--- src/rtl/pcmrx_pkg.sv ---
package pcmrx_pkg;
  typedef enum logic [1:0] {
    FMT_NONE   = 2'd0,
    FMT_STEREO = 2'd1,
    FMT_TDM    = 2'd2
  } fmt_e;
endpackage

--- src/rtl/pcmrx_frame_detect.sv ---
module pcmrx_frame_detect
  import pcmrx_pkg::*;
#(
  parameter int CNT_W = 8
) (
  input  logic clk,
  input  logic rst,
  input  logic ws_i,
  output logic ws_edge_o,
  output logic ws_rise_o,
  output fmt_e fmt_eff_o,
  output fmt_e fmt_q_o
);
  localparam logic [CNT_W-1:0] RUN_MAX = {CNT_W{1'b1}};

  logic             ws_prev;
  logic [CNT_W-1:0] run;
  logic [CNT_W-1:0] hi_len;
  logic [CNT_W-1:0] diff;
  logic             seen;
  logic             have_hi;
  logic             rise;
  logic             fall;
  fmt_e             fmt_q;
  fmt_e             decide;

  assign rise = ws_i & ~ws_prev;
  assign fall = ~ws_i & ws_prev;

  // run holds the low-phase length at a rising edge
  always_comb begin
    diff   = (hi_len >= run) ? (hi_len - run) : (run - hi_len);
    decide = fmt_q;
    if (have_hi) begin
      if (hi_len == CNT_W'(1))
        decide = FMT_TDM;
      else if (diff <= CNT_W'(1))
        decide = FMT_STEREO;
    end
  end

  always_ff @(posedge clk) begin
    if (rst) begin
      ws_prev <= 1'b0;
      run     <= '0;
      hi_len  <= '0;
      seen    <= 1'b0;
      have_hi <= 1'b0;
      fmt_q   <= FMT_NONE;
    end else begin
      ws_prev <= ws_i;
      if (rise || fall)
        run <= CNT_W'(1);
      else if (run != RUN_MAX)
        run <= run + CNT_W'(1);
      if (rise || fall)
        seen <= 1'b1;
      if (fall && seen) begin
        hi_len  <= run;
        have_hi <= 1'b1;
      end
      if (rise)
        fmt_q <= decide;
    end
  end

  assign ws_edge_o = rise | fall;
  assign ws_rise_o = rise;
  assign fmt_eff_o = rise ? decide : fmt_q;
  assign fmt_q_o   = fmt_q;
endmodule

--- src/rtl/pcmrx_stereo_asm.sv ---
module pcmrx_stereo_asm #(
  parameter int WORD_W = 32
) (
  input  logic              clk,
  input  logic              rst,
  input  logic              en,
  input  logic              edge_i,
  input  logic              ws_i,
  input  logic              bit_i,
  input  logic              lj_i,
  input  logic              want_left_i,
  input  logic              want_right_i,
  output logic              valid_o,
  output logic [WORD_W-1:0] data_o
);
  localparam int K_W = $clog2(WORD_W) + 1;
  localparam logic [WORD_W-1:0] TOP_BIT = {1'b1, {(WORD_W-1){1'b0}}};

  logic [WORD_W-1:0] acc;
  logic [WORD_W-1:0] mask;
  logic [K_W-1:0]    k;
  logic              word_ok;
  logic              word_left;

  // one-hot position of the next bit, empty once the word is full
  assign mask = (k < K_W'(WORD_W)) ? (TOP_BIT >> k) : '0;

  always_comb begin
    data_o = acc;
    if (!lj_i && bit_i)
      data_o = acc | mask;
  end

  assign valid_o = en && edge_i && word_ok &&
                   (word_left ? want_left_i : want_right_i);

  always_ff @(posedge clk) begin
    if (rst || !en) begin
      acc       <= '0;
      k         <= '0;
      word_ok   <= 1'b0;
      word_left <= 1'b0;
    end else if (edge_i) begin
      word_ok   <= 1'b1;
      word_left <= (ws_i == lj_i);
      if (lj_i) begin
        acc <= bit_i ? TOP_BIT : '0;
        k   <= K_W'(1);
      end else begin
        acc <= '0;
        k   <= '0;
      end
    end else if (k < K_W'(WORD_W)) begin
      if (bit_i)
        acc <= acc | mask;
      k <= k + K_W'(1);
    end
  end
endmodule

--- src/rtl/pcmrx_tdm_asm.sv ---
module pcmrx_tdm_asm #(
  parameter int SLOT_W = 16,
  parameter int SLOTS  = 4,
  parameter int OUT_W  = 32
) (
  input  logic             clk,
  input  logic             rst,
  input  logic             en,
  input  logic             rise_i,
  input  logic             bit_i,
  input  logic             slot_i,
  output logic             valid_o,
  output logic [OUT_W-1:0] data_o
);
  localparam int FRAME_BITS = SLOT_W * SLOTS;
  localparam int POS_W      = $clog2(FRAME_BITS + 1);

  logic [POS_W-1:0]  fpos;
  logic [POS_W-1:0]  pos;
  logic [POS_W-1:0]  first;
  logic [POS_W-1:0]  last;
  logic [SLOT_W-2:0] sh;
  logic              in_slot;

  assign pos     = rise_i ? '0 : fpos;
  assign first   = slot_i ? POS_W'(SLOT_W) : '0;
  assign last    = first + POS_W'(SLOT_W - 1);
  assign in_slot = (pos >= first) && (pos <= last);
  assign valid_o = en && (pos == last);
  assign data_o  = {sh, bit_i, {(OUT_W-SLOT_W){1'b0}}};

  always_ff @(posedge clk) begin
    if (rst || !en) begin
      fpos <= POS_W'(FRAME_BITS);
      sh   <= '0;
    end else begin
      if (pos < POS_W'(FRAME_BITS))
        fpos <= pos + POS_W'(1);
      if (in_slot)
        sh <= {sh[SLOT_W-3:0], bit_i};
    end
  end
endmodule

--- src/rtl/pcm_serial_rx.sv ---
module pcm_serial_rx
  import pcmrx_pkg::*;
#(
  parameter int WORD_W = 32,
  parameter int SLOT_W = 16,
  parameter int SLOTS  = 4,
  parameter int CNT_W  = 8
) (
  input  logic              clk_bit,
  input  logic              rst,
  input  logic              ws_i,
  input  logic              sd_i,
  input  logic              variant_i,
  input  logic [1:0]        chan_sel_i,
  output logic [WORD_W-1:0] sample_o,
  output logic              sample_valid_o
);
  logic              shutdown;
  logic              core_rst;
  logic              ws_edge;
  logic              ws_rise;
  fmt_e              fmt_eff;
  fmt_e              fmt_q;
  logic              sd_fall;
  logic              bit_sel;
  logic              st_v;
  logic              td_v;
  logic [WORD_W-1:0] st_d;
  logic [WORD_W-1:0] td_d;

  assign shutdown = (chan_sel_i == 2'b00) || (chan_sel_i == 2'b11);
  assign core_rst = rst || shutdown;

  pcmrx_frame_detect #(.CNT_W(CNT_W)) i_detect (
    .clk       (clk_bit),
    .rst       (core_rst),
    .ws_i      (ws_i),
    .ws_edge_o (ws_edge),
    .ws_rise_o (ws_rise),
    .fmt_eff_o (fmt_eff),
    .fmt_q_o   (fmt_q)
  );

  // data held from the falling edge for falling-edge TDM capture
  always_ff @(negedge clk_bit) begin
    if (rst) sd_fall <= 1'b0;
    else     sd_fall <= sd_i;
  end

  assign bit_sel = (fmt_eff == FMT_TDM && variant_i) ? sd_fall : sd_i;

  pcmrx_stereo_asm #(.WORD_W(WORD_W)) i_stereo (
    .clk          (clk_bit),
    .rst          (core_rst),
    .en           (fmt_eff == FMT_STEREO),
    .edge_i       (ws_edge),
    .ws_i         (ws_i),
    .bit_i        (bit_sel),
    .lj_i         (variant_i),
    .want_left_i  (chan_sel_i == 2'b01),
    .want_right_i (chan_sel_i == 2'b10),
    .valid_o      (st_v),
    .data_o       (st_d)
  );

  pcmrx_tdm_asm #(.SLOT_W(SLOT_W), .SLOTS(SLOTS), .OUT_W(WORD_W)) i_tdm (
    .clk     (clk_bit),
    .rst     (core_rst),
    .en      (fmt_eff == FMT_TDM),
    .rise_i  (ws_rise),
    .bit_i   (bit_sel),
    .slot_i  (chan_sel_i == 2'b10),
    .valid_o (td_v),
    .data_o  (td_d)
  );

  always_ff @(posedge clk_bit) begin
    if (rst) begin
      sample_o       <= '0;
      sample_valid_o <= 1'b0;
    end else if (shutdown) begin
      sample_valid_o <= 1'b0;
    end else begin
      sample_valid_o <= st_v || td_v;
      if (st_v)      sample_o <= st_d;
      else if (td_v) sample_o <= td_d;
    end
  end
endmodule

--- config.mk ---
export PLATFORM = sky130hd
export DESIGN_NAME = pcm_serial_rx
export DESIGN_NICKNAME = d
export VERILOG_FILES = /design/src/rtl/pcmrx_pkg.sv /design/src/rtl/pcmrx_frame_detect.sv /design/src/rtl/pcmrx_stereo_asm.sv /design/src/rtl/pcmrx_tdm_asm.sv /design/src/rtl/pcm_serial_rx.sv
export SDC_FILE = /design/constraint.sdc
export NUM_CORES = 1
export LEC_CHECK = 0
export ABC_AREA = 1
export BUFFER_PORTS_ARGS = -buffer_cell sky130_fd_sc_hd__buf_2
export CORE_MARGIN = 2
export CORE_UTILIZATION = 25
export CTS_CLUSTER_DIAMETER = 60
export DETAILED_ROUTE_END_ITERATION = 10
export GPL_TIMING_DRIVEN = 0
export PLACE_DENSITY = 0.46
export SYNTH_ARGS = -nofsm -noshare
export SYNTH_HDL_FRONTEND = slang
export SYNTH_HIERARCHICAL = 1
export SYNTH_SLANG_ARGS = --single-unit
--- constraint.sdc ---
create_clock -name clk_bit -period 10 [get_ports clk_bit]
set_input_delay 1.5 -clock clk_bit [delete_from_list [all_inputs] [get_ports clk_bit]]
set_output_delay 1.5 -clock clk_bit [all_outputs]
set_load 0.01 [all_outputs]
==> flow_metrics.env <==
export IMPL_status="finished clean"
export IMPL_firstDrtPassIters=5
export IMPL_multi_input_area_um2=3660
export IMPL_startpoint_type="flip-flop"
export IMPL_avgSynthCellArea_um2=6.73
export IMPL_clock_skew_ps=24.4
export IMPL_post_cts_buffers=0
export IMPL_grt_max_degree=17
export IMPL_area_delta_synth_final_pct=18.4
export IMPL_synthArstFlopShare_pct=0
export IMPL_syn_cell_area_um2=7210
export IMPL_antenna_found_initial=0
export IMPL_path_clk_slew_ps=60
export IMPL_tightestPinTransition_ps=618
export IMPL_leakagePower_nw=3.69
export IMPL_insertedDiodeCount=0
export IMPL_hold_violations=0
export IMPL_htree_levels=4
export IMPL_whs_path_depth=2
export IMPL_first_global_vias=6239
export IMPL_synth_simple_area_share_pct=28.4
export IMPL_layout_nets=1182
export IMPL_insertion_delay_ps=440
export IMPL_synth_xor_area_share_pct=0.486
export IMPL_ys_seq_area_share_pct=32.5
export IMPL_hpwl_mm=14.5
export IMPL_core_area_um2=28500
export IMPL_cts_max_path_buffers=2
export IMPL_rsz0062_at_grt="no"
export IMPL_synth_distinct_cells=40
export IMPL_die_h_um=174
export IMPL_hp_start="i_stereo/acc[7]"
export IMPL_crit_required_ps=10370
export IMPL_cts_hold_buf=0
export IMPL_r2r_cells=11
export IMPL_drive_gt1_share_pct=17.5
export IMPL_drt_wl_total_mm=19.0
export IMPL_synth_fa_ha_area_share_pct=5.59
export IMPL_ant_nets=0
export IMPL_synthMuxAreaShare_pct=0
export IMPL_cts_resized=0
export IMPL_drt_iter0_drc=273
export IMPL_dp_cells=1509
export IMPL_grt_usage_pct=13.2
export IMPL_tns_ps=0
export IMPL_cts_sinks=117
export IMPL_num_vias=6416
export IMPL_ys_ff_latch=117
export IMPL_min_path_type="flip-flop to flip-flop"
export IMPL_cp_end_kind="flip-flop"
export IMPL_regArea_um2=2340
export IMPL_die_area_um2=30200
export IMPL_setup_viol=0
export IMPL_max_cap_viol_count=0
export IMPL_fillCellCount=3243
export IMPL_worst_ep_arrival_time_ps=7300
export IMPL_wire_per_inst_um=12.3
export IMPL_pin_count=40
export IMPL_place_congestion=0.792
export IMPL_max_stage_delay_ps=340
export IMPL_cts_tree="built"
export IMPL_cp_startpoint="sd_fall"
export IMPL_grt_pass1_wl_mm=32.0
export IMPL_grt_ovfl_total=0
export IMPL_slew_limit_headroom_pct=58.8
export IMPL_die_w_um=174
export IMPL_r2r_start="sd_fall"
export IMPL_clockRootBuffer="clkbuf_16"
export IMPL_irDropWorstVdd_mv=0.0794
export IMPL_drc_errors=0
export IMPL_viasPerCell=4.16
export IMPL_fin_util_pct=29.9
export IMPL_synth_edf_count=0
export IMPL_worstPathCellList="nand3_1 -> nand2_1 -> inv_2 -> or2_1 -> buf_6 -> buf_6 -> o31ai_2 -> nand2_1 -> o21ai_0 -> nor2_1 -> nor2_1"
export IMPL_ys_warn_count=6
export IMPL_synth_top_family_by_area="simple AND/OR/NAND/NOR gates"
export IMPL_crit_path_max_fanout=10
export IMPL_power_density_nw_per_um2=136
export IMPL_synth_flop_cell="dfxtp_1"
export IMPL_synthCells=1071
export IMPL_numCtsBuffers=17
export IMPL_synth_compound_area_share_pct=15.6
export IMPL_critPathKind="flip-flop to flip-flop"
export IMPL_finalMaxSlewViolations=0
export IMPL_port_buffers=39
export IMPL_critPathSlowestCell="o31ai_2"
export IMPL_instances_no_fill=1541
export IMPL_initial_core_util_pct=25.2
export IMPL_rows=62
cell type report:
type	count	area share [%]
multi-input combinational	706	43.0
timing repair buffer	39	2.29
tap	384	5.63
clock buffer	19	5.19
sequential	117	27.5
clock inverter	14	1.79
inverter	195	8.61
buffer	67	6.06
Yosys cell counts, types with 3 or more instances:
cell | instances | area [um^2]
nand2_1 | 232 | 871
nor2_2 | 12 | 75.1
buf_2 | 11 | 55.1
nor3_1 | 7 | 35.0
o21ai_0 | 50 | 250
dfxtp_1 | 117 | 2340
buf_4 | 25 | 188
a31oi_1 | 6 | 37.5
buf_6 | 21 | 236
nor2_1 | 143 | 537
nand2_4 | 3 | 33.8
ha_1 | 29 | 363
nand2_2 | 15 | 93.8
o31ai_2 | 28 | 350
a21oi_1 | 78 | 390
clkbuf_1 | 8 | 30.0
o21ai_2 | 3 | 26.3
inv_2 | 7 | 26.3
nand4_1 | 12 | 75.1
inv_1 | 188 | 706
nand3_1 | 48 | 240
xnor2_1 | 4 | 35.0
layout by cell type (no fill, tap or decap), types with 15 or more instances in the layout:
cell,n
nand2_1,232
inv_1,188
nor2_1,143
dfxtp_1,117
a21oi_1,78
buf_2,50
o21ai_0,50
nand3_1,48
ha_1,29
o31ai_2,28
buf_4,25
buf_6,21
clkbuf_16,17
conb_1,16
nand2_2,15
registers in the layout, summed over array words and instances (netlist names):
| signal | count |
|---|---|
| i_stereo/word_ok | 1 |
| i_stereo/k | 6 |
| i_stereo/word_left | 1 |
| i_tdm/fpos | 7 |
| sample_o | 32 |
| i_detect/ws_prev | 1 |
| i_detect/have_hi | 1 |
| i_detect/hi_len | 8 |
| i_detect/run | 8 |
| i_tdm/sh | 15 |
| i_detect/fmt_q_o | 2 |
| i_detect/seen | 1 |
| i_stereo/acc | 32 |
| sd_fall | 1 |
| sample_valid_o | 1 |
metrics by stage:
stage / power, mW / hold WS, ps / instance area, um^2 / setup WS (ps)
4_1_cts: 1.18 / 460 / 8530 / 3080
3_5_place_dp: 0.553 / 451 / 7940 / 3090
3_3_place_gp: 0.553 / 447 / 7940 / 3120
5_1_grt: 1.21 / 491 / 8530 / 2930
6_report: 1.16 / 462 / 8530 / 3060
2_1_floorplan: 0.535 / 436 / 7260 / 3340
logic make-up after synthesis:
family | count (synthesis)
simple gates | 483
compound gates | 172
flops | 117
other cells | 1
fa+ha+maj | 31
xor+xnor | 4
buf+inv | 263
worst max-delay path: cells and delay by family, from the launching register on:
family                 cells  cell delay [ps]
AND/OR/NAND/NOR            6              740
AO/OA/AOI/OAI              2              470
buffers and inverters      3              350
flip-flops                 1              290
metal layers:
| metal | vias up | global-route usage (%) | routed length (um) |
|---|---|---|---|
| li1 | 3431 | - | - |
| met1 | 2894 | 18.1 | 9570 |
| met2 | 81 | 21.3 | 8640 |
| met3 | 10 | 2.26 | 598 |
| met4 | 0 | 3.89 | 177 |
| met5 | - | 0 | 0 |
path summary, 6_finish.rpt:
check	end	slack [ps]
max	sample_o[17]	3060
min	i_stereo/acc[7]	460
max reg2reg	sample_o[17]	3060
min reg2reg	i_stereo/acc[7]	460
power by group:
part | internal [mW] | switching [mW]
Combinational | 0.0271 | 0.0453
Sequential | 0.468 | 0.00119
Clock | 0.377 | 0.243
No activity file was read; power rests on OpenSTA's default activity.
